File: config.mk
export PLATFORM = sky130hd
export DESIGN_NAME = evt_timer
export DESIGN_NICKNAME = d
export VERILOG_FILES = /design/src/rtl/evt_timer_pkg.sv /design/src/rtl/evt_counter.sv /design/src/rtl/evt_channel.sv /design/src/rtl/evt_busif.sv /design/src/rtl/evt_timer.sv
export SDC_FILE = /design/constraint.sdc
export NUM_CORES = 1
export LEC_CHECK = 0
export CAP_MARGIN = 20
export CORE_AREA = 5 5 179 353
export DETAILED_ROUTE_END_ITERATION = 12
export DIE_AREA = 0 0 184 358
export DONT_BUFFER_PORTS = 1
export PLACE_DENSITY = 0.71
export SETUP_SLACK_MARGIN = 0.3
export SLEW_MARGIN = 20
export SYNTH_ARGS = -nofsm -noshare
export SYNTH_HDL_FRONTEND = slang
export SYNTH_HIERARCHICAL = 1
export SYNTH_SLANG_ARGS = --single-unit
File: constraint.sdc
create_clock -name clk -period 11.4 [get_ports clk]
set_clock_uncertainty 0.05 [all_clocks]
set_input_delay 1.14 -clock clk [delete_from_list [all_inputs] [get_ports clk]]
set_output_delay 1.14 -clock clk [all_outputs]
set_load 0.03 [all_outputs]
File: src/rtl/evt_timer_pkg.sv
package evt_timer_pkg;
  // global register offsets (low byte, upper address bits zero)
  localparam logic [7:0] OFS_ID     = 8'h00;
  localparam logic [7:0] OFS_TICK   = 8'h04;
  localparam logic [7:0] OFS_GCFG   = 8'h10;
  localparam logic [7:0] OFS_STS    = 8'h20;
  localparam logic [7:0] OFS_CNT_LO = 8'h30;
  localparam logic [7:0] OFS_CNT_HI = 8'h34;

  // channel window word index
  localparam logic [2:0] CW_CFG = 3'd0;
  localparam logic [2:0] CW_LO  = 3'd2;
  localparam logic [2:0] CW_HI  = 3'd3;

  // global configuration bits
  localparam int GB_RUN = 0;
  localparam int GB_LEG = 1;

  // channel configuration bits
  localparam int CB_LVL  = 0;
  localparam int CB_EN   = 1;
  localparam int CB_PER  = 2;
  localparam int CB_PCAP = 3;
  localparam int CB_WCAP = 4;
  localparam int CB_ARM  = 5;
  localparam int CB_N32  = 6;

  typedef struct packed {
    logic n32;
    logic arm;
    logic per;
    logic en;
    logic lvl;
  } chcfg_t;

  function automatic logic [31:0] id_word(input int nch);
    logic [31:0] w;
    w        = 32'h0000_0001;
    w[12:8]  = 5'(nch - 1);
    w[15]    = 1'b1;
    return w;
  endfunction
endpackage

File: src/rtl/evt_counter.sv
module evt_counter #(
  parameter int CNT_W = 64
) (
  input  logic             clk,
  input  logic             rst_n,
  input  logic             run,
  input  logic             wr_lo,
  input  logic             wr_hi,
  input  logic [31:0]      wdata,
  output logic [CNT_W-1:0] count
);
  localparam int HI_W = CNT_W - 32;

  logic [CNT_W-1:0] cnt_q, cnt_d;
  logic             cnt_ld;

  always_comb begin
    cnt_d = cnt_q;
    if (run)   cnt_d = cnt_q + 1'b1;
    if (wr_lo) cnt_d[31:0] = wdata;
    if (wr_hi) cnt_d[CNT_W-1:32] = wdata[HI_W-1:0];
  end

  assign cnt_ld = run | wr_lo | wr_hi;

  always_ff @(posedge clk or negedge rst_n) begin
    if (!rst_n)      cnt_q <= '0;
    else if (cnt_ld) cnt_q <= cnt_d;
  end

  assign count = cnt_q;
endmodule

File: src/rtl/evt_channel.sv
module evt_channel
  import evt_timer_pkg::*;
#(
  parameter int CNT_W    = 64,
  parameter bit PER_CAP  = 1'b1,
  parameter bit WIDE_CAP = 1'b1
) (
  input  logic             clk,
  input  logic             rst_n,
  input  logic [CNT_W-1:0] count,
  input  logic             run,
  input  logic             cfg_wr,
  input  chcfg_t           cfg_in,
  input  logic             lo_wr,
  input  logic             hi_wr,
  input  logic [31:0]      wdata,
  input  logic             sts_clr,
  output logic [31:0]      cfg_rd,
  output logic [CNT_W-1:0] cmp_rd,
  output logic             sts,
  output logic             irq,
  output logic             en
);
  localparam int HI_W = CNT_W - 32;

  chcfg_t           cfg_q, cfg_d;
  logic [CNT_W-1:0] cmp_q, cmp_d, prd_q, prd_d;
  logic             sts_q, sts_d, pls_q, pls_d;
  logic             narrow, per_eff, hit, fire, cfg_ld, cmp_ld;

  assign per_eff = PER_CAP && cfg_q.per;
  assign narrow  = !WIDE_CAP || cfg_q.n32;
  assign hit     = run && (narrow ? (count[31:0] == cmp_q[31:0]) : (count == cmp_q));
  assign fire    = hit && cfg_q.en;

  // configuration next state
  always_comb begin
    cfg_d = cfg_q;
    if (cfg_wr) begin
      cfg_d.lvl = cfg_in.lvl;
      cfg_d.en  = cfg_in.en;
      cfg_d.per = PER_CAP  & cfg_in.per;
      cfg_d.arm = PER_CAP  & cfg_in.arm;
      cfg_d.n32 = WIDE_CAP & cfg_in.n32;
    end else if (lo_wr && per_eff && cfg_q.arm) begin
      cfg_d.arm = 1'b0;
    end
  end

  // comparator and period next state
  always_comb begin
    cmp_d = cmp_q;
    prd_d = prd_q;
    if (fire && per_eff) begin
      if (narrow) begin
        cmp_d        = '0;
        cmp_d[31:0]  = cmp_q[31:0] + prd_q[31:0];
      end else begin
        cmp_d = cmp_q + prd_q;
      end
    end
    if (lo_wr) begin
      if (per_eff && !cfg_q.arm) prd_d[31:0] = wdata;
      else                       cmp_d[31:0] = wdata;
    end
    if (hi_wr && WIDE_CAP) begin
      if (per_eff && !cfg_q.arm) prd_d[CNT_W-1:32] = wdata[HI_W-1:0];
      else                       cmp_d[CNT_W-1:32] = wdata[HI_W-1:0];
    end
  end

  always_comb begin
    sts_d = (sts_q & ~sts_clr) | fire;
    pls_d = fire & ~cfg_q.lvl;
  end

  assign cfg_ld = cfg_wr | lo_wr;
  assign cmp_ld = (fire & per_eff) | lo_wr | hi_wr;

  always_ff @(posedge clk or negedge rst_n) begin
    if (!rst_n)      cfg_q <= '0;
    else if (cfg_ld) cfg_q <= cfg_d;
  end

  always_ff @(posedge clk or negedge rst_n) begin
    if (!rst_n) begin
      cmp_q <= '0;
      prd_q <= '0;
    end else if (cmp_ld) begin
      cmp_q <= cmp_d;
      prd_q <= prd_d;
    end
  end

  always_ff @(posedge clk or negedge rst_n) begin
    if (!rst_n) begin
      sts_q <= 1'b0;
      pls_q <= 1'b0;
    end else begin
      sts_q <= sts_d;
      pls_q <= pls_d;
    end
  end

  always_comb begin
    cfg_rd          = '0;
    cfg_rd[CB_LVL]  = cfg_q.lvl;
    cfg_rd[CB_EN]   = cfg_q.en;
    cfg_rd[CB_PER]  = cfg_q.per;
    cfg_rd[CB_PCAP] = PER_CAP;
    cfg_rd[CB_WCAP] = WIDE_CAP;
    cfg_rd[CB_ARM]  = cfg_q.arm;
    cfg_rd[CB_N32]  = cfg_q.n32;
    cmp_rd          = cmp_q;
    if (narrow) cmp_rd[CNT_W-1:32] = '0;
  end

  assign sts = sts_q;
  assign irq = cfg_q.lvl ? sts_q : pls_q;
  assign en  = cfg_q.en;
endmodule

File: src/rtl/evt_busif.sv
module evt_busif
  import evt_timer_pkg::*;
#(
  parameter int          NUM_CH  = 3,
  parameter int          ADDR_W  = 12,
  parameter int          CNT_W   = 64,
  parameter logic [31:0] TICK_FS = 32'd69841279
) (
  input  logic                        clk,
  input  logic                        rst_n,
  input  logic                        req_valid,
  input  logic                        req_write,
  input  logic [ADDR_W-1:0]           req_addr,
  input  logic [1:0]                  gcfg_wd,
  input  logic [CNT_W-1:0]            count,
  input  logic [NUM_CH-1:0]           sts,
  input  logic [NUM_CH-1:0][31:0]     cfg_rd,
  input  logic [NUM_CH-1:0][CNT_W-1:0] cmp_rd,
  output logic                        run,
  output logic                        legacy,
  output logic                        cnt_wr_lo,
  output logic                        cnt_wr_hi,
  output logic                        sts_wr,
  output logic [NUM_CH-1:0]           ch_cfg_wr,
  output logic [NUM_CH-1:0]           ch_lo_wr,
  output logic [NUM_CH-1:0]           ch_hi_wr,
  output logic                        rsp_valid,
  output logic [31:0]                 rsp_data
);
  localparam int HI_W = CNT_W - 32;

  logic        aligned, in_glb, in_ch, wr, rd;
  logic [2:0]  ch_idx, word;
  logic [7:0]  ofs;
  logic        run_q, leg_q, gcfg_wr;
  logic        rv_q;
  logic [31:0] rd_q, rd_d;

  assign aligned = (req_addr[1:0] == 2'b00);
  assign in_glb  = (req_addr[ADDR_W-1:8] == '0);
  assign in_ch   = (req_addr[ADDR_W-1:8] == (ADDR_W-8)'(1));
  assign ofs     = req_addr[7:0];
  assign ch_idx  = req_addr[7:5];
  assign word    = req_addr[4:2];
  assign wr      = req_valid && req_write && aligned;
  assign rd      = req_valid && !req_write;

  assign gcfg_wr   = wr && in_glb && (ofs == OFS_GCFG);
  assign sts_wr    = wr && in_glb && (ofs == OFS_STS);
  assign cnt_wr_lo = wr && in_glb && (ofs == OFS_CNT_LO);
  assign cnt_wr_hi = wr && in_glb && (ofs == OFS_CNT_HI);

  for (genvar g = 0; g < NUM_CH; g++) begin : g_dec
    logic sel;
    assign sel          = wr && in_ch && (ch_idx == 3'(g));
    assign ch_cfg_wr[g] = sel && (word == CW_CFG);
    assign ch_lo_wr[g]  = sel && (word == CW_LO);
    assign ch_hi_wr[g]  = sel && (word == CW_HI);
  end

  always_ff @(posedge clk or negedge rst_n) begin
    if (!rst_n) begin
      run_q <= 1'b0;
      leg_q <= 1'b0;
    end else if (gcfg_wr) begin
      run_q <= gcfg_wd[GB_RUN];
      leg_q <= gcfg_wd[GB_LEG];
    end
  end

  always_comb begin
    rd_d = '0;
    if (aligned && in_glb) begin
      case (ofs)
        OFS_ID:     rd_d = id_word(NUM_CH);
        OFS_TICK:   rd_d = TICK_FS;
        OFS_GCFG:   rd_d = {30'd0, leg_q, run_q};
        OFS_STS:    rd_d = 32'(sts);
        OFS_CNT_LO: rd_d = count[31:0];
        OFS_CNT_HI: rd_d = 32'(count[CNT_W-1:32]);
        default:    rd_d = '0;
      endcase
    end else if (aligned && in_ch) begin
      for (int i = 0; i < NUM_CH; i++) begin
        if (ch_idx == 3'(i)) begin
          case (word)
            CW_CFG:  rd_d = cfg_rd[i];
            CW_LO:   rd_d = cmp_rd[i][31:0];
            CW_HI:   rd_d = 32'(cmp_rd[i][CNT_W-1:32]);
            default: rd_d = '0;
          endcase
        end
      end
    end
  end

  always_ff @(posedge clk or negedge rst_n) begin
    if (!rst_n) rv_q <= 1'b0;
    else        rv_q <= rd;
  end

  always_ff @(posedge clk or negedge rst_n) begin
    if (!rst_n)  rd_q <= '0;
    else if (rd) rd_q <= rd_d;
  end

  assign run       = run_q;
  assign legacy    = leg_q;
  assign rsp_valid = rv_q;
  assign rsp_data  = rd_q;
endmodule

File: src/rtl/evt_timer.sv
module evt_timer
  import evt_timer_pkg::*;
#(
  parameter int          NUM_CH  = 3,
  parameter int          ADDR_W  = 12,
  parameter int          CNT_W   = 64,
  parameter logic [31:0] TICK_FS = 32'd69841279
) (
  input  logic              clk,
  input  logic              arst_n,
  input  logic              req_valid,
  output logic              req_ready,
  input  logic              req_write,
  input  logic [ADDR_W-1:0] req_addr,
  input  logic [31:0]       req_wdata,
  output logic              rsp_valid,
  output logic [31:0]       rsp_data,
  output logic [NUM_CH-1:0] irq_out,
  output logic              tick_irq,
  output logic              rtc_irq
);
  logic [1:0]                   rst_sync;
  logic                         rst_n;
  logic                         run, legacy;
  logic                         cnt_wr_lo, cnt_wr_hi, cnt_wr_any, sts_wr;
  logic [CNT_W-1:0]             count;
  logic [NUM_CH-1:0]            ch_cfg_wr, ch_lo_wr, ch_hi_wr;
  logic [NUM_CH-1:0]            sts, sts_clr, ch_irq, ch_en;
  logic [NUM_CH-1:0][31:0]      cfg_rd;
  logic [NUM_CH-1:0][CNT_W-1:0] cmp_rd;
  chcfg_t                       cfg_in;

  // asynchronous assertion, synchronous release
  always_ff @(posedge clk or negedge arst_n) begin
    if (!arst_n) rst_sync <= 2'b00;
    else         rst_sync <= {rst_sync[0], 1'b1};
  end
  assign rst_n = rst_sync[1];

  assign req_ready  = 1'b1;
  assign cnt_wr_any = cnt_wr_lo | cnt_wr_hi;

  assign cfg_in.lvl = req_wdata[CB_LVL];
  assign cfg_in.en  = req_wdata[CB_EN];
  assign cfg_in.per = req_wdata[CB_PER];
  assign cfg_in.arm = req_wdata[CB_ARM];
  assign cfg_in.n32 = req_wdata[CB_N32];

  evt_busif #(
    .NUM_CH(NUM_CH), .ADDR_W(ADDR_W), .CNT_W(CNT_W), .TICK_FS(TICK_FS)
  ) u_bus (
    .clk(clk), .rst_n(rst_n),
    .req_valid(req_valid), .req_write(req_write), .req_addr(req_addr),
    .gcfg_wd(req_wdata[1:0]),
    .count(count), .sts(sts), .cfg_rd(cfg_rd), .cmp_rd(cmp_rd),
    .run(run), .legacy(legacy),
    .cnt_wr_lo(cnt_wr_lo), .cnt_wr_hi(cnt_wr_hi), .sts_wr(sts_wr),
    .ch_cfg_wr(ch_cfg_wr), .ch_lo_wr(ch_lo_wr), .ch_hi_wr(ch_hi_wr),
    .rsp_valid(rsp_valid), .rsp_data(rsp_data)
  );

  evt_counter #(.CNT_W(CNT_W)) u_cnt (
    .clk(clk), .rst_n(rst_n), .run(run),
    .wr_lo(cnt_wr_lo), .wr_hi(cnt_wr_hi), .wdata(req_wdata),
    .count(count)
  );

  for (genvar g = 0; g < NUM_CH; g++) begin : g_ch
    assign sts_clr[g] = sts_wr & req_wdata[g];

    evt_channel #(
      .CNT_W(CNT_W), .PER_CAP(g < 2), .WIDE_CAP(g < 2)
    ) u_ch (
      .clk(clk), .rst_n(rst_n), .count(count), .run(run),
      .cfg_wr(ch_cfg_wr[g]), .cfg_in(cfg_in),
      .lo_wr(ch_lo_wr[g]), .hi_wr(ch_hi_wr[g]), .wdata(req_wdata),
      .sts_clr(sts_clr[g]),
      .cfg_rd(cfg_rd[g]), .cmp_rd(cmp_rd[g]),
      .sts(sts[g]), .irq(ch_irq[g]), .en(ch_en[g])
    );

    if (g < 2) begin : g_route
      assign irq_out[g] = ch_irq[g] & ~legacy;
    end else begin : g_plain
      assign irq_out[g] = ch_irq[g];
    end
  end

  assign tick_irq = legacy & ch_irq[0];
  assign rtc_irq  = legacy & ch_irq[1];
endmodule

Yosys cells after proc, flatten, opt, wreduce, memory -nomap -nowiden
Index checks and enable logic that the tools add are counted.
W data, S select, Z words.

storage, ports and cells
  bits in writable memories = 0
  word-level logic and storage cells = 183
  ROM bits = 0
  bits in latches = 0
  bits in registers = 407
  input port bits = 48
  memories kept = 0

operators by class
  shift-type cells = 0
  $lt $le $gt $ge = 0
  multiply operators = 0
  equality and inequality tests = 15
  reduce and logical (&&, ||, !) cells = 61
  add/sub/neg operators = 5
  divide/modulo/power cells = 0
  multiplexer cells = 35
  bitwise logic cells = 35

operators by type and width
  kind                     number
  $mux W32                 17
  $mux W64                 5
  $pmux W32 S3             2
  $pmux W32 S6             1
  $add A64 B64 Y64         2
  $eq A64 B64 Y1           2
  $eq A32 B32 Y1           3
  $add A32 B32 Y32         2
  $add A64 B1 Y64 const B  1
  $pmux W32 S2             1
  $logic_and A1 B1 Y1      37
  $eq A8 B6 Y1 const B     3
  $reduce_and A2 Y1        8
  $and A1 B1 Y1            15
  $or A1 B1 Y1             13
  $reduce_and A3 Y1        4
  $eq A3 B2 Y1 const B     3
  $mux W1                  9
  $eq A8 B3 Y1 const B     1
  $eq A8 B5 Y1 const B     1
  $logic_not A8 Y1         1
  $reduce_bool A2 Y1       4
  $not A1 Y1               7
  $logic_not A3 Y1         2
  5 further kinds          7

Depth between registers and ports, before layout
  depth in word-level cells = 9
  depth in mapped cells = 13

Hierarchy
The synthesis kept the hierarchy.

by module, submodules not included
  module                       instances  area each (µm²)  cells each
  evt_channel at g_ch[0].u_ch  1          10956.8          1293
  evt_channel at g_ch[1].u_ch  1          10810.4          1254
  evt_busif                    1          4679.5           550
  evt_counter                  1          3965.1           472
  evt_channel at g_ch[2].u_ch  1          2173.3           185
  evt_timer                    1          112.6            12

Worst setup path before layout
No wires, ideal clock.

  path kind = input to register
  start point = input port req_addr[7]
  end point = register g_ch[2].u_ch.cmp_q[3]
  required time = 11.225 ns
  arrival = 3.288 ns
  stages on the path = 8
  setup slack = 7.937 ns
  path through = buf_2 or3b_2 clkbuf_1 or3_2 nor3_1 clkbuf_1 buf_2 mux2_2

on the way
  longest elaborated chain between the ends = 5
  elaborated cells between the ends (all ways) = 6
  classes of those cells = eq/ne (1); bitwise (1); reduce/logical (4)

RTL lines
  what                             line               text
  from (decl)                      evt_timer.sv:14    input logic [ADDR_W-1:0] req_addr,
  $eq A3 B2 Y1 (*)                 evt_busif.sv:55    assign sel = wr && in_ch && (ch_idx == 3'(g));
  $logic_and A1 B1 Y1 (*)          evt_busif.sv:55
  $logic_and A1 B1 Y1 (*)          evt_busif.sv:57    assign ch_lo_wr[g] = sel && (word == CW_LO);
  via ch_lo_wr[2]                  evt_timer.sv:27    logic [NUM_CH-1:0] ch_cfg_wr, ch_lo_wr, ch_hi_wr;
  $or A1 B1 Y1                     evt_channel.sv:78  assign cmp_ld = (fire & per_eff) | lo_wr | hi_wr;
  $reduce_and A2 Y1 (no line) (*)  n/a
  to (signal assigned)             evt_channel.sv:90  cmp_q <= cmp_d;
  to (decl)                        evt_channel.sv:27  logic [CNT_W-1:0] cmp_q, cmp_d, prd_q, prd_d;

The timed path passes the listed nets; every way through them passes the cells marked *.
A chain may end at the register's enable or synchronous reset.

Worst setup path in the final report
  start point = register u_cnt.cnt_q[48], in the netlist u_cnt/count[48]
  end point = register g_ch[1].u_ch.cmp_q[62]

on the way
  longest elaborated chain between the ends = 8
  elaborated cells between the ends (all ways) = 11
  classes of those cells = eq/ne (1); mux (4); bitwise (3); reduce/logical (3)

RTL lines
  what                     line               text
  from (decl)              evt_counter.sv:14  logic [CNT_W-1:0] cnt_q, cnt_d;
  from (signal assigned)   evt_counter.sv:28  else if (cnt_ld) cnt_q <= cnt_d;
  $eq A64 B64 Y1 (*)       evt_channel.sv:33  assign hit = run && (narrow ? (count[31:0] == cmp_q[31:0]) : (count == cmp_q));
  $mux W1 (*)              evt_channel.sv:33
  $logic_and A1 B1 Y1 (*)  evt_channel.sv:33
  $logic_and A1 B1 Y1 (*)  evt_channel.sv:34  assign fire = hit && cfg_q.en;
  $logic_and A1 B1 Y1      evt_channel.sv:54  if (fire && per_eff) begin
  $mux W64                 evt_channel.sv:54
  $mux W32                 evt_channel.sv:67  if (per_eff && !cfg_q.arm) prd_d[CNT_W-1:32] = wdata[HI_W-1:0];
  $mux W32                 evt_channel.sv:66  if (hi_wr && WIDE_CAP) begin
  to (signal assigned)     evt_channel.sv:90
  to (decl)                evt_channel.sv:27

Every way passes the cells marked *; elsewhere a longest branch is shown, timed or not.

==> summary.md <==
| Metric | Value |
|---|---|
| R2r setup slk | 6820 ps |
| Crit Path Category | reg -> reg |
| Setup violators final | 0 |
| Worst setup startpoint | u_cnt/count[48] |
| Cell chain of the critical path | xnor2_1 > nand4_1 > nor4_1 > a21oi_1 > nor3_1 > nand2_2 > nor2_2 > nand2_1 > a221oi_1 > a31o_2 |
| DP Worst Slack | 7000 ps |
| Critical Path Fanout Max | 14 |
| Max-slew violations | 0 |
| Hold Slack | 158 ps |
| Root buf cell | clkbuf_16 |
| VDD IR max | 0.159 mV |
| DR vias | 30.9k |
| Die Ht | 358 um |
| Worst reg2reg path depth | 10 |
| Drt total wl | 154,000 um |
| Maximum clock frequency | 218 MHz |
| Core ar. | 0.0601 mm2 |
| Status | completed |
| CTS tree | yes |
| Final setup TNS | 0 ps |
| Crit Reg-Reg Startpoint | u_cnt/count[48] |
| Per-cell routed wire length | 35.0 um |
| Hold Vio Cnt, Final | 0 |
| H-tree levels | 2 |
| CP endpoint | g_ch[1].u_ch/cmp_q[62] |
| Slack of the critical path | 6820 ps |
| Final cycle utilization of the critical path | 40.2% |
| Area growth syn-to-layout | 3.69% |
| I/O Pins | 87 |
| MaxCap Viol Count | 0 |
| Critical path's slowest cell | dfrtp_1 |
| Fraction of layout cells with a size suffix above 1 | 12.0% |
| First drt pass iteration count | 6 |
| Site row count | 127 |
| Worst Path Buf+Inv | 0 |
| Syn. warnings | 6 |
| # resized after CTS | 0 |
| Vias per Instance | 7.05 |
| Stages on worst setup path | 10 |
| Slew @ Worst Pin | 1180 ps |
| GRT Total Usage | 45.6% |
| Die footprint | 0.0659 mm2 |
| Hold Buf Count CTS | 0 |
| Nets | 3,748 |
| Post-Syn Area | 0.0327 mm2 |
| Antenna violations before repair | 16 |
| Port-buffer cells | 0 |
| Unrepaired setup endpoints after global routing | false |
| WP data required | 11,910 ps |
| Largest net degree at the start of global routing | 145 |
| Total global routing overflow | 0 |
| Max-slew headroom | 20.7% |
| Max Root-Sink Buffers | 3 |
| Post-DP HPWL | 111,000 um |
| First-pass GRT wire length | 215,000 um |
| Worst setup EP type | register |
| R2r endpoint | g_ch[1].u_ch/cmp_q[62] |
| Hold Crit Class | in -> async |
| Clk Latency, worst-skew pair | 630 ps |
| Worst stage delay on the critical path | 850 ps |
| Die W | 184 um |
| GPL Wtd Cong | 1.12 |
| CTS buffer count | 43 |
| Minimum clock period | 4580 ps |
| Vias in the first global route | 30.5k |
| Post-route ant nets | 0 |
| Cell family with most CP delay | simple AND/OR/NAND/NOR gates |
| Post-Syn Area per Cell | 8.68 um2 |
| Initial Utilization | 54.4% |
| Critical path launch point type | register |
| PwrDens | 99.5 mW/mm2 |
| Cells after synthesis | 3,765 |
| Drt drc | 0 |
| DR iter-0 viols | 3,009 |
| Leak | 15.1 nW |
| Setup bufs post-CTS | 0 |
| # clock sinks | 407 |
| Clock transition at path regs | 60 ps |
| Crit path DAT | 5100 ps |
[flip-flops by register name (all words and copies together) (netlist names)]
register and flops:
g_ch.u_ch/sts 3, g_ch.u_ch/per_eff 2, g_ch.u_ch/prd_q 128, g_ch.u_ch/en 3
g_ch.u_ch/cmp_q 160, g_ch.u_ch/narrow 2, u_bus/legacy 1, rst_sync 2
g_ch.u_ch/pls_q 3, u_cnt/count 64, u_bus/rsp_data 32, g_ch.u_ch/cfg_rd 5
u_bus/run 1, u_bus/rsp_valid 1
[layout by cell type (no fill, tap or decap), types with 22 or more instances in the layout]
cell and n:
a21o_1 71, a21oi_1 272, a221oi_1 86, a22o_1 25
a22oi_1 61, a31oi_1 29, and3_1 42, buf_4 46
clkbuf_16 45, conb_1 118, dfrtp_1 405, ha_1 127
inv_1 65, mux2_2 254, mux2i_1 30, nand2_1 324
nand3_1 84, nand4_1 113, nor2_1 256, nor2b_1 85
nor3_1 55, nor4_1 45, o211ai_1 27, o21a_1 22
o21ai_0 173, o21ai_1 55, o21bai_1 36, or4_1 24
xnor2_1 210, xor2_1 102
[worst reg2reg max path: cells and delay by family (launching register included)]
kind / cells / cell delay (ps)
AOI/OAI and AO/OA: 3 / 1010
xor gates and xnor gates: 1 / 200
DFF: 1 / 850
and+or+nand+nor: 6 / 2430
[report_power, final]
part / total, mW / leakage [nW] / internal, mW / switching (mW)
logic: 0.223 / 9.42 / 0.0725 / 0.151
registers: 1.48 / 4.87 / 1.45 / 0.0269
clock network: 1.67 / 0.781 / 0.995 / 0.680
[cell type report]
class                           count  area, um2
Inverter                           65        244
Fill cell                        5590      26200
Timing Repair Buffer               47        365
Tap cell                          774        968
Clock buffer                       51       1190
Clock inverter                     26        425
Antenna cell                       12       30.0
Sequential cell                   407      10200
Multi-Input combinational cell   3007      20500
[how the worst min path moves through the flow]
| stage | from | end | depth (start not counted) |
|---|---|---|---|
| 5_1_grt | arst_n | rst_sync[1] | 0 |
| 2_1_floorplan | rst_sync[0] | rst_sync[1] | 0 |
| 3_5_place_dp | rst_sync[0] | rst_sync[1] | 0 |
| 6_report | arst_n | rst_sync[1] | 0 |
| 4_1_cts | arst_n | rst_sync[1] | 0 |
| 3_3_place_gp | rst_sync[0] | rst_sync[1] | 0 |
[stage by stage]
stage	cells	area (um2)	power [mW]	util, %
2_1_floorplan	3877	33100	1.68	-
3_3_place_gp	4300	32200	1.72	53.7
3_5_place_dp	4300	32200	1.71	53.7
4_1_cts	4377	33900	3.37	56.4
5_1_grt	4377	33900	3.45	56.4
6_report	4389	33900	3.37	56.4
[routing by layer]
| metal | wire (um) | vias up | part of all wire, % | global-route usage, % |
|---|---|---|---|---|
| met3 | 13000 | 907 | 8.5 | 11.3 |
| met4 | 22100 | 14 | 14 | 49.7 |
| met1 | 48000 | 15000 | 31 | 45.6 |
| met2 | 70400 | 1917 | 46 | 72.9 |
| li1 | - | 13100 | - | - |
| met5 | 111 | - | 0.072 | 0 |
Note: power is estimated with default switching activity, not from simulation.
